==> src/rtl/dma_irq_pkg.sv <==
// Shared constants for the DMA interrupt status unit.
// Assumes a 32-bit register word and byte offsets on a 12-bit address.
package dma_irq_pkg;
    localparam int NUM_SRC  = 6;
    localparam int REG_W    = 32;
    localparam int OFS_W    = 12;
    localparam int MODE_BITS = 4;

    localparam logic [OFS_W-1:0] OFS_MODE   = 12'h004;
    localparam logic [OFS_W-1:0] OFS_STATUS = 12'h100;
    localparam logic [OFS_W-1:0] OFS_CLEAR  = 12'h108;
    localparam logic [OFS_W-1:0] OFS_ENABLE = 12'h110;

    localparam logic [MODE_BITS-1:0] MODE_WIRED = 4'd1;

    // Status bit position of each source index; the positions are the register layout.
    function automatic int src_bit(input int idx);
        case (idx)
            0:       return 0;
            1:       return 1;
            2:       return 9;
            3:       return 10;
            4:       return 11;
            default: return 14;
        endcase
    endfunction
endpackage

==> src/rtl/irq_status_bank.sv <==
// Sticky status bits, one per source, kept in compact source order.
// Assumes src_pulse lasts one cycle per event and clr_hit is already decoded
// from a clear-register write. A pulse wins over a clear in the same cycle.
module irq_status_bank #(
    parameter int NUM_SRC = 6
) (
    input  logic               clk,
    input  logic               rst_n,
    input  logic [NUM_SRC-1:0] src_pulse,
    input  logic [NUM_SRC-1:0] clr_hit,
    output logic [NUM_SRC-1:0] status_q
);
    genvar i;
    generate
        for (i = 0; i < NUM_SRC; i++) begin : g_bit
            // Set on pulse, hold otherwise, drop only on a clear with no pulse.
            always_ff @(posedge clk) begin
                if (!rst_n)
                    status_q[i] <= 1'b0;
                else
                    status_q[i] <= src_pulse[i] | (status_q[i] & ~clr_hit[i]);
            end

            assert_pulse_sets_R5: assert property (@(posedge clk) disable iff (!rst_n)
                src_pulse[i] |=> status_q[i]);
            assert_sticky_R3: assert property (@(posedge clk) disable iff (!rst_n)
                (status_q[i] && !clr_hit[i]) |=> status_q[i]);
            assert_clear_R4: assert property (@(posedge clk) disable iff (!rst_n)
                (clr_hit[i] && !src_pulse[i]) |=> !status_q[i]);
        end
    endgenerate
endmodule

==> src/rtl/irq_ctrl_regs.sv <==
// Enable mask (compact source order) and delivery-mode register.
// Assumes the write strobes are already decoded from the offset.
module irq_ctrl_regs #(
    parameter int NUM_SRC   = 6,
    parameter int MODE_BITS = 4
) (
    input  logic                 clk,
    input  logic                 rst_n,
    input  logic                 en_wr,
    input  logic [NUM_SRC-1:0]   en_data,
    input  logic                 mode_wr,
    input  logic [MODE_BITS-1:0] mode_data,
    output logic [NUM_SRC-1:0]   en_q,
    output logic [MODE_BITS-1:0] mode_q
);
    // Enable mask register: replaced whole on a write.
    always_ff @(posedge clk) begin
        if (!rst_n)
            en_q <= '0;
        else if (en_wr)
            en_q <= en_data;
    end

    // Mode register: keeps only the mode field of a write.
    always_ff @(posedge clk) begin
        if (!rst_n)
            mode_q <= '0;
        else if (mode_wr)
            mode_q <= mode_data;
    end

    assert_mode_hold_R8: assert property (@(posedge clk) disable iff (!rst_n)
        !mode_wr |=> $stable(mode_q));
    assert_enable_hold_R10: assert property (@(posedge clk) disable iff (!rst_n)
        !en_wr |=> $stable(en_q));
endmodule

==> src/rtl/irq_read_mux.sv <==
// Read-data selection. Expands the compact status and enable vectors onto
// the sparse bit map, so that unimplemented bits are constant zero.
module irq_read_mux #(
    parameter int NUM_SRC   = 6,
    parameter int OFS_W     = 12,
    parameter int REG_W     = 32,
    parameter int MODE_BITS = 4
) (
    input  logic [OFS_W-1:0]     addr,
    input  logic [NUM_SRC-1:0]   status,
    input  logic [NUM_SRC-1:0]   enable,
    input  logic [MODE_BITS-1:0] mode,
    output logic [REG_W-1:0]     rdata
);
    import dma_irq_pkg::*;

    logic [REG_W-1:0] status_word;
    logic [REG_W-1:0] enable_word;
    logic [REG_W-1:0] status_sparse [NUM_SRC];
    logic [REG_W-1:0] enable_sparse [NUM_SRC];

    genvar i;
    generate
        for (i = 0; i < NUM_SRC; i++) begin : g_map
            localparam int POS = src_bit(i);
            assign status_sparse[i] = REG_W'(status[i]) << POS;
            assign enable_sparse[i] = REG_W'(enable[i]) << POS;
        end
    endgenerate

    // OR the per-source words into the two register images.
    always_comb begin
        status_word = '0;
        enable_word = '0;
        for (int k = 0; k < NUM_SRC; k++) begin
            status_word = status_word | status_sparse[k];
            enable_word = enable_word | enable_sparse[k];
        end
    end

    // Offset decode for reads; clear and unknown offsets return zero.
    always_comb begin
        case (addr)
            OFS_STATUS: rdata = status_word;
            OFS_ENABLE: rdata = enable_word;
            OFS_MODE:   rdata = REG_W'(mode);
            default:    rdata = '0;
        endcase
    end
endmodule

==> src/rtl/dma_irq_unit.sv <==
// Top of the DMA interrupt status unit: write decode, sticky status,
// enable/mode registers, read mux and the wired interrupt line.
// Assumes single-cycle source pulses and one register access per cycle.
module dma_irq_unit #(
    parameter int OFS_W = dma_irq_pkg::OFS_W,
    parameter int REG_W = dma_irq_pkg::REG_W
) (
    input  logic             clk,
    input  logic             rst_n,
    input  logic             reg_wr_en,
    input  logic [OFS_W-1:0] reg_addr,
    input  logic [REG_W-1:0] reg_wdata,
    output logic [REG_W-1:0] reg_rdata,
    input  logic [5:0]       src_pulse,
    output logic             irq_line,
    output logic [3:0]       mode_sel
);
    import dma_irq_pkg::*;

    localparam int NSRC = NUM_SRC;
    localparam int MW   = MODE_BITS;

    logic            wr_clear, wr_enable, wr_mode;
    logic [NSRC-1:0] wdata_src;
    logic [NSRC-1:0] clr_hit;
    logic [NSRC-1:0] status_q;
    logic [NSRC-1:0] en_q;
    logic [MW-1:0]   mode_q;
    logic [NSRC-1:0] cause;
    logic            unused_wdata;

    // Offset decode of the write strobe.
    always_comb begin
        wr_clear  = reg_wr_en && (reg_addr == OFS_CLEAR);
        wr_enable = reg_wr_en && (reg_addr == OFS_ENABLE);
        wr_mode   = reg_wr_en && (reg_addr == OFS_MODE);
    end

    genvar i;
    generate
        for (i = 0; i < NSRC; i++) begin : g_pick
            localparam int POS = src_bit(i);
            assign wdata_src[i] = reg_wdata[POS];
        end
    endgenerate

    assign unused_wdata = ^reg_wdata;
    assign clr_hit      = wr_clear ? wdata_src : '0;

    irq_status_bank #(.NUM_SRC(NSRC)) u_status (
        .clk      (clk),
        .rst_n    (rst_n),
        .src_pulse(src_pulse),
        .clr_hit  (clr_hit),
        .status_q (status_q)
    );

    irq_ctrl_regs #(.NUM_SRC(NSRC), .MODE_BITS(MW)) u_ctrl (
        .clk      (clk),
        .rst_n    (rst_n),
        .en_wr    (wr_enable),
        .en_data  (wdata_src),
        .mode_wr  (wr_mode),
        .mode_data(reg_wdata[MW-1:0]),
        .en_q     (en_q),
        .mode_q   (mode_q)
    );

    irq_read_mux #(.NUM_SRC(NSRC), .OFS_W(OFS_W), .REG_W(REG_W), .MODE_BITS(MW)) u_rmux (
        .addr  (reg_addr),
        .status(status_q),
        .enable(en_q),
        .mode  (mode_q),
        .rdata (reg_rdata)
    );

    // Effective cause and wired line gating.
    always_comb begin
        cause    = status_q & en_q;
        irq_line = (mode_q == MODE_WIRED) && (|cause);
        mode_sel = mode_q;
    end

    assert_reset_quiet_R1: assert property (@(posedge clk)
        !rst_n |=> !irq_line);
    assert_status_write_ignored_R9: assert property (@(posedge clk) disable iff (!rst_n)
        (reg_wr_en && reg_addr == OFS_STATUS && src_pulse == '0) |=> (status_q == $past(status_q)));
endmodule

==> config.mk <==
export PLATFORM = sky130hd
export DESIGN_NAME = dma_irq_unit
export DESIGN_NICKNAME = d
export VERILOG_FILES = /design/src/rtl/dma_irq_pkg.sv /design/src/rtl/irq_status_bank.sv /design/src/rtl/irq_ctrl_regs.sv /design/src/rtl/irq_read_mux.sv /design/src/rtl/dma_irq_unit.sv
export SDC_FILE = /design/constraint.sdc
export NUM_CORES = 1
export LEC_CHECK = 0
export BUFFER_PORTS_ARGS = -buffer_cell sky130_fd_sc_hd__buf_2
export CORE_MARGIN = 2
export CORE_UTILIZATION = 35
export DETAILED_ROUTE_END_ITERATION = 6
export PLACE_DENSITY = 0.74
export SETUP_SLACK_MARGIN = 0.3
export SLEW_MARGIN = 15
export SYNTH_ARGS = -nofsm -noshare
export SYNTH_HDL_FRONTEND = slang
export SYNTH_HIERARCHICAL = 1
export SYNTH_SLANG_ARGS = --single-unit
==> constraint.sdc <==
create_clock -name clk -period 1.9 [get_ports clk]
set_input_delay 0.095 -clock clk [delete_from_list [all_inputs] [get_ports clk]]
set_output_delay 0.095 -clock clk [all_outputs]
set_load 0.03 [all_outputs]
; Word-level counts from Yosys, hierarchy flattened
; Index checks and enable logic that the tools add are counted.
[totals]
register_bits = 16
in_bits = 53
wordCells = 49
output_inout_bits = 37
[classes]
eq_ne = 5
reduce_logical = 5
bitwise_logic = 29
n_mux = 2
[ops]
columns = op, n
row1 = $pmux 15 s3, 1
row2 = $eq 12x9->1 const B, 3
row3 = $or 12x15->15, 2
row4 = $or 11x12->12, 2
row5 = $or 10x11->11, 2
row6 = $or 2x10->10, 2
row7 = $eq 12x3->1 const B, 1
row8 = $and 1x1->1, 6
row9 = $and 6x6->6, 1
row10 = $mux 6, 1
row11 = $not 1->1, 6
row12 = $or 1x1->1, 6
row13 = $reduce_or 6->1, 1
row14 = $eq 4x1->1 const B, 1
row15 = $logic_and 1x1->1, 4
row16 = $or 1x2->2, 2

; Depth between registers and ports, before layout
; Gate-level depths: netlist of the first run.
[logic_depth]
ltp_word = 6
depth_mapped = 7
depth_no_buf = 5

; Modules after synthesis
; Netlist of the first run, hierarchy kept.
[by_module_without_submodules]
columns = module, area_each_um2, cells_per_inst, seq_area_each_um2, instances
row1 = irq_ctrl_regs, 381.6, 32, 200.2, 1
row2 = irq_read_mux, 361.6, 53, 0.0, 1
row3 = irq_status_bank, 247.7, 18, 120.1, 1
row4 = dma_irq_unit, 225.2, 30, 0.0, 1

; Least setup slack after synthesis of the first run
; No wires, ideal clock.
[synth_path]
path_type = input port to flip-flop
start = in reg_addr[1]
end = reg u_ctrl.mode_q[3]
n_path_buf = 2
required_ns = 1.784
arrival_time_ns = 1.692
stages = 7
setup_ns = 0.116
path_slack_ns = 0.092
path_cell_list = or4_1 or3_1 buf_6 nor4_2 buf_4 mux2i_1 nor2b_1
[synth_between]
elab_chain_cells = 2
[synth_lines]
columns = item, line_no
row1 = "start, declared", dma_irq_unit.sv:11  ; input logic [OFS_W-1:0] reg_addr,
row2 = $eq 12x3->1, dma_irq_unit.sv:36  ; wr_mode = reg_wr_en && (reg_addr == OFS_MODE);
row3 = $logic_and 1x1->1, dma_irq_unit.sv:36
row4 = named net wr_mode, dma_irq_unit.sv:23  ; logic wr_clear, wr_enable, wr_mode;
row5 = "end signal, assigned", irq_ctrl_regs.sv:29  ; mode_q <= mode_data;
row6 = "end, declared", irq_ctrl_regs.sv:14  ; output logic [MODE_BITS-1:0] mode_q
; The timed path passes the listed nets, and every way through them passes these cells.
; A chain may end at the register's enable or synchronous reset.

; Worst setup path in the final report of the first run
[layout_path]
start = in reg_addr[1]
end = reg u_ctrl.en_q[5]
[layout_between]
elab_chain_cells = 2
[layout_lines]
columns = item, line_no
row1 = $eq 12x9->1, dma_irq_unit.sv:35  ; wr_enable = reg_wr_en && (reg_addr == OFS_ENABLE);
row2 = $logic_and 1x1->1, dma_irq_unit.sv:35
row3 = named net wr_enable, dma_irq_unit.sv:23
row4 = "end signal, assigned", irq_ctrl_regs.sv:21  ; en_q <= en_data;
row5 = "end, declared", irq_ctrl_regs.sv:13  ; output logic [NUM_SRC-1:0] en_q,
; The timed path passes the listed nets, and every way through them passes these cells.

==> flow_summary_export.csv, run 1 <==
group,metric,value,unit
clocking,h-tree-depth,1,
global_routing,antenna_found_initial,0,
clocking,cts.clk_slew.worst_paths,0.09,ns
clocking,cts_buffers,3,
clocking,cts_tree,"built",
synthesis,synth_cells,133,
detailed_routing,ant_nets,0,
synthesis,synth_warnings,6,
timing,fin_worst_skew,0,ns
critical_path,crit_type,"in -> reg",
synthesis,postSynthAreaPerCell,9.14,sq um
placed_design,dpl-instance-area,1470,sq um
floorplanning,ioPinCount,90,
global_routing,track_usage,0.139,
power,power,764,uW
clocking,cts.sinks,16,
synthesis,yosysSeqAreaShare,0.263,
power,ir_drop,0.275,mV
cells_and_area,drive_gt1_frac,0.425,
floorplanning,coreArea,3340,sq um
placed_design,port_buffers,41,
cells_and_area,n_antenna_cell,0,
cells_and_area,syn2layout_area_growth,31.9,%
detailed_routing,drc,0,
global_routing,grt_overflow,0,
floorplanning,die_y,62.9,um
detailed_routing,viasPerCell,4.72,
synthesis,synth_seq_cells,16,
synthesis,post_synth_instance_area,1220,sq um
critical_path,crit_arrival,1.81,ns
synthesis,ys_types,25,
critical_path,cp_slowest_cell,"or4_4",
status,status,"complete, no violations",
timing,fmaxAchievable,619,MHz
critical_path,path_cells,"buf_6 -> or4_4 -> or4_4 -> nor3_4 -> buf_6 -> mux2i_1 -> nor2b_1",
power,p_per_area,476,nW/um^2
critical_path,crit_required,2.09,ns
critical_path,cpPeakStageDelay,0.53,ns
timing,hold_violations,0,
critical_path,setup.worst_path.start_class,"input port",
global_routing,grt_pass1_vias,986,
clocking,clock_path_buffers,2,
placed_design,dp_hpwl,2120,um
run,drv_cap,0,
placed_design,gp_congestion,0.749,
critical_path,critPathCaptureType,"register",
critical_path,path_delay_family,"simple AND/OR/NAND/NOR gates",
power,leakage,0.689,nW
global_routing,grt_pass1_wl,4440,um
cells_and_area,final_area,1600,sq um
floorplanning,start_util,0.364,
floorplanning,die-area,3960,sq um
timing,fin_crit_sh,0.850,
timing,rsz0062_at_grt,"yes",
floorplanning,die_x,62.9,um
detailed_routing,first_pass_iters,4,
floorplanning,rows,21,
cells_and_area,nets,235,
clocking,clock_latency,0.29,ns
detailed_routing,post_drt_wl_per_cell,12.5,um
detailed_routing,num_vias,1071,
timing,drv_slew,0,
critical_path,cp.buffers_inverters,2,
timing,min_period,1.62,ns
timing,setup_viol,0,
critical_path,cp_max_fo,6,
worst_hold_path,min_path_type,"in -> reg",
clocking,cts_root_buffer,"clkbuf_4",
global_routing,grt_max_degree,17,
detailed_routing,drt-initial-drc-count,31,
detailed_routing,finalWirelength,2830,um
-- Yosys cell counts, drive strengths merged --
library cell / n / area share
buf: 28 / 0.18
nor2b: 17 / 0.12
dfxtp: 16 / 0.26
mux2i: 14 / 0.12
nor4: 8 / 0.082
nand3: 7 / 0.033
nand2: 6 / 0.019
nor3: 6 / 0.025
o21a: 6 / 0.037
nand2b: 4 / 0.023
nor2: 4 / 0.012
a22oi: 3 / 0.019
a31oi: 3 / 0.015
clkbuf: 2 / 0.0062
nand3b: 2 / 0.012
or3: 2 / 0.010
or4: 2 / 0.012
conb: 1 / 0.0031
inv: 1 / 0.0031
or4b: 1 / 0.0082
-- repair_timing --
action / 4_1_cts / 5_1_grt
endpoints found under the setup margin: 3 / 17
hold buffers: 3 / 0
pin swaps: 0 / 1
endpoints found under the hold margin: 3 / 0
gates resized for setup: 6 / 8
setup buffers: 2 / 0
-- cell usage in the layout, fill, tap and decap left out, drive strengths merged, types with 4 or more instances in the layout --
master,instances
clkbuf,4
buf,48
nor4,8
nand2b,4
nand2,6
nor2b,17
nand3,7
o21a,6
mux2i,14
dfxtp,16
conb,24
nor3,6
nor2,4
-- logic make-up after synthesis --
kind of cell           Yosys count  synth area share
multiplexers                    14             0.115
AND/OR/NAND/NOR                 59             0.361
buffers and inverters           31             0.186
flip-flops                      16             0.263
other                            1           0.00308
AO/OA/AOI/OAI                   12            0.0710
-- worst paths after layout --
| check | start | slack (ns) | endpoint | cells past startpoint |
|---|---|---|---|---|
| max | reg_addr[1] | 0.28 | u_ctrl/en_q[5]$_SDFFE_PN0P_ | 7 |
| min | src_pulse[3] | 0.01 | u_status/status_q[3]$_SDFF_PN0_ | 2 |
| max reg2reg | u_ctrl/mode_q[3]$_SDFFE_PN0P_ | 1.16 | u_ctrl/mode_q[3]$_SDFFE_PN0P_ | 3 |
| min reg2reg | u_ctrl/en_q[1]$_SDFFE_PN0P_ | 0.54 | u_ctrl/en_q[1]$_SDFFE_PN0P_ | 2 |
-- per-layer routing --
layer  track usage  vias to the layer above  part of all wire
met1         0.182                      503              0.42
met5             0                        -                 0
met2         0.215                       51              0.49
li1              -                      512                 -
met3        0.0288                        5             0.074
met4        0.0667                        0             0.017
-- where the power goes --
group	total (mW)	internal, mW	switching (mW)
logic	0.185	0.0630	0.122
clock network	0.227	0.117	0.110
registers	0.352	0.344	0.00758
-- flip-flops by register name, summed over array words and instances, names as in the netlist --
register / flops
u_ctrl/en_q: 6
u_ctrl/mode_q: 4
u_status/status_q: 6
-- stage by stage --
stage	hold slack [ns]	TNS, ns	std cells	utilization	setup slack, ns
floorplan	0.212	0	156	-	0.116
global placement	0.305	-0.0232	218	0.439	-0.0123
detailed placement	0.307	-0.0849	218	0.439	-0.0214
CTS	0.000532	0	227	0.468	0.297
global route	0.00407	0	227	0.481	0.226
finish	0.0111	0	227	0.481	0.285
-- final cells by class --
| cell class | count | area, sq um |
|---|---|---|
| Clock buffer | 4 | 36.3 |
| Fill cell | 343 | 1730 |
| Inverter | 1 | 3.75 |
| Multi-Input combinational cell | 109 | 860 |
| Sequential cell | 16 | 324 |
| Tap cell | 46 | 57.6 |
| Timing Repair Buffer | 51 | 323 |
Note: power is estimated with default switching activity, not from simulation.
==> inputs of run 2 (changes only) <==
--- a/config.mk
+++ b/config.mk
@@ -5,11 +5,12 @@
 export SDC_FILE = /design/constraint.sdc
 export NUM_CORES = 1
 export LEC_CHECK = 0
+export ABC_AREA = 1
 export BUFFER_PORTS_ARGS = -buffer_cell sky130_fd_sc_hd__buf_2
 export CORE_MARGIN = 2
 export CORE_UTILIZATION = 35
 export DETAILED_ROUTE_END_ITERATION = 6
-export PLACE_DENSITY = 0.74
+export PLACE_DENSITY = 0.73
 export SETUP_SLACK_MARGIN = 0.3
 export SLEW_MARGIN = 15
 export SYNTH_ARGS = -nofsm -noshare
==> flow_summary_export.csv, run 2 <==
group,metric,value,unit
status,status,"complete, no violations",
critical_path,worst_r2r_path_depth,2,
clocking,cts_tree,"built",
detailed_routing,ant_nets,0,
synthesis,netlist.area_leader.share,0.257,
power,leakage,0.808,nW
synthesis,ys_types,17,
cells_and_area,n_antenna_cell,0,
power,ir_drop,0.223,mV
timing,hold_slack,0.0297,ns
synthesis,synthSimpleGateAreaFrac,0.422,
critical_path,path_delay_family,"simple AND/OR/NAND/NOR gates",
worst_hold_path,min_path_type,"in -> reg",
synthesis,synth-edff-count,0,
detailed_routing,post_drt_wl_per_cell,8.70,um
cells_and_area,nets,308,
synthesis,post_synth_instance_area,1250,sq um
placed_design,dp_hpwl,2040,um
clocking,cts.sinks,16,
detailed_routing,drt-initial-drc-count,46,
synthesis,synthXorXnorAreaFrac,0,
cells_and_area,fill_cells,383,
power,power_frac_clock,0.309,
cells_and_area,drive_gt1_frac,0.236,
clocking,cts_buffers,3,
clocking,cts.clk_slew.worst_paths,0.10,ns
critical_path,critPathCaptureType,"output pin",
synthesis,yosysSeqAreaShare,0.257,
clocking,postCtsSetupRepairBufs,0,
run,drv_cap,0,
floorplanning,die-area,4050,sq um
clocking,clock_latency,0.29,ns
timing,hold_violations,0,
synthesis,synth.area.mux_share,0,
timing,drv_slew,0,
synthesis,async_reset_ff_frac,0,
critical_path,cp_max_fo,12,
global_routing,grt_pass1_wl,4310,um
clocking,post_cts_resized,0,
cells_and_area,register_area,320,sq um
detailed_routing,num_vias,1219,
power,p_int,500,uW
critical_path,crit_required,1.80,ns
critical_path,path_cells,"buf_2 -> nor2_1 -> nand2_1 -> nor2_2 -> nand3_1 -> nand3_1 -> buf_2",
clocking,h-tree-depth,1,
timing,rsz0062_at_grt,"no",
synthesis,synth_cells,212,
clocking,cts_root_buffer,"clkbuf_4",
worst_hold_path,min_path_cells,3,
synthesis,synthTopCellsByCount,"nand2_1, nor2_1, inv_1",
timing,fin_crit_sh,0.720,
critical_path,regToRegSetupSlack,1.28,ns
detailed_routing,first_pass_iters,4,
clocking,clock_path_buffers,2,
floorplanning,ioPinCount,90,
detailed_routing,finalWirelength,2610,um
cells_and_area,reg_top3,"u_ctrl/en_q x6, u_status/status_q x6, u_ctrl/mode_q x4",
timing,min_period,1.37,ns
worst_hold_path,hold_end,"u_status/status_q[4]$_SDFF_PN0_",
critical_path,crit_arrival,1.27,ns
global_routing,grt_pass1_vias,1009,
global_routing,grt_max_degree,13,
cells_and_area,final_common_cell,"nand2_1",
timing,fmaxAchievable,731,MHz
timing,setup_viol,0,
cells_and_area,mostFrequentLayoutCells,"nand2_1, nor2_1, buf_2",
synthesis,synth_top_family_by_area,"simple AND/OR/NAND/NOR gates",
power,p_comb_frac,0.209,
global_routing,grt_overflow,0,
timing,setup_tns,0,ns
critical_path,cp.buffers_inverters,2,
detailed_routing,viasPerCell,4.06,
detailed_routing,drc,0,
power,p_per_area,510,nW/um^2
synthesis,synthTopCellsByArea,"dfxtp_1, buf_4, nand2_1",
timing,setup_ws,0.532,ns
placed_design,pre_cts_ws,0.583,ns
synthesis,synthAdderAreaFrac,0,
critical_path,cp_slowest_cell,"nor2_2",
placed_design,gp_congestion,0.753,
floorplanning,die_y,63.7,um
placed_design,port_buffers,41,
synthesis,synth_warnings,6,
synthesis,synth_area_leader_cell,"dfxtp_1",
critical_path,regToRegEndpoint,"u_status/status_q[1]$_SDFF_PN0_",
clocking,holdBufCountCts,0,
floorplanning,coreArea,3390,sq um
cells_and_area,syn2layout_area_growth,14.9,%
global_routing,antenna_found_initial,0,
power,power.switching,229,uW
power,switching_share,0.314,
power,seqPwrFrac,0.482,
worst_hold_path,worstHoldStart,"src_pulse[4]",
synthesis,synth-main-ff-cell,"dfxtp_1",
cells_and_area,multi_input_area,651,sq um
global_routing,track_usage,0.134,
floorplanning,die_x,63.7,um
synthesis,synth_seq_cells,16,
critical_path,setup.worst_path.start_class,"input port",
floorplanning,start_util,0.368,
critical_path,cpPeakStageDelay,0.36,ns
synthesis,synth_compound_area_frac,0.0281,
synthesis,synth.most_common_cell,"nand2_1",
critical_path,crit_type,"in -> out",
floorplanning,rows,21,
critical_path,rr_startpoint,"u_status/status_q[1]$_SDFF_PN0_",
synthesis,postSynthAreaPerCell,5.88,sq um
timing,fin_worst_skew,0,ns
[run 2: cell count changes after synthesis, moves of 6 or more]
cell / previous run / this run
nor4_2: 8 / 0
inv_1: 1 / 38
a21oi_1: 0 / 7
nand3_1: 6 / 17
nor2b_4: 6 / 0
mux2i_1: 14 / 0
nand2_1: 6 / 45
nor2_1: 4 / 43
o21a_1: 6 / 0
nor2_2: 0 / 6
nor2b_1: 11 / 0
[run 2: worst max-delay path by stage]
stage                                             start           end  slack, ns  depth (start not counted)
after floorplan           u_ctrl/mode_q[0]$_SDFFE_PN0P_      irq_line       0.68                          2
after global routing                        reg_addr[9]  reg_rdata[0]       0.39                          7
after global placement                      reg_addr[9]  reg_rdata[0]       0.60                          7
final                                       reg_addr[9]  reg_rdata[0]       0.53                          7
after detailed placement                    reg_addr[9]  reg_rdata[0]       0.58                          7
after CTS                                   reg_addr[9]  reg_rdata[0]       0.56                          7
[run 2: cell type report]
class / instances / share of cell area
tap: 46 / 0.0402
multi-input combinational: 152 / 0.455
clock buffer: 4 / 0.0253
sequential: 16 / 0.224
timing repair buffer: 43 / 0.154
inverter: 39 / 0.102
[run 2: power by group through the flow]
stage / combinational (mW) / clock [mW] / sequential [mW]
2_1_floorplan: 0.147 / 0 / 0.357
3_3_place_gp: 0.150 / 0 / 0.359
3_5_place_dp: 0.152 / 0 / 0.359
4_1_cts: 0.153 / 0.232 / 0.351
5_1_grt: 0.170 / 0.246 / 0.353
6_report: 0.153 / 0.225 / 0.352
[run 2: routing by layer]
| layer | part of all wire | track usage | vias to the layer above | wire length, um |
|---|---|---|---|---|
| met5 | 0 | 0 | - | 0 |
| met3 | 0.057 | 0.0357 | 2 | 148 |
| met4 | 0.0057 | 0.0516 | 0 | 15 |
| li1 | - | - | 663 | - |
| met2 | 0.50 | 0.230 | 35 | 1310 |
| met1 | 0.43 | 0.157 | 519 | 1130 |
[run 2: logic make-up after synthesis]
kind of cell / after synthesis
AND/OR/NAND/NOR: 121
flip-flops: 16
buffers and inverters: 67
AO/OA/AOI/OAI: 7
other: 1
[run 2: through the flow]
stage | util | area [sq um] | cells | power [mW]
2_1_floorplan | - | 1330 | 235 | 0.504
3_3_place_gp | 0.412 | 1400 | 296 | 0.509
3_5_place_dp | 0.412 | 1400 | 296 | 0.511
4_1_cts | 0.422 | 1430 | 300 | 0.736
5_1_grt | 0.422 | 1430 | 300 | 0.769
6_report | 0.422 | 1430 | 300 | 0.730
[run 2: tightest hold or removal path, cell delays in order]
cell	delay [ns]
buf_2	0.09
inv_1	0.04
a21oi_1	0.05
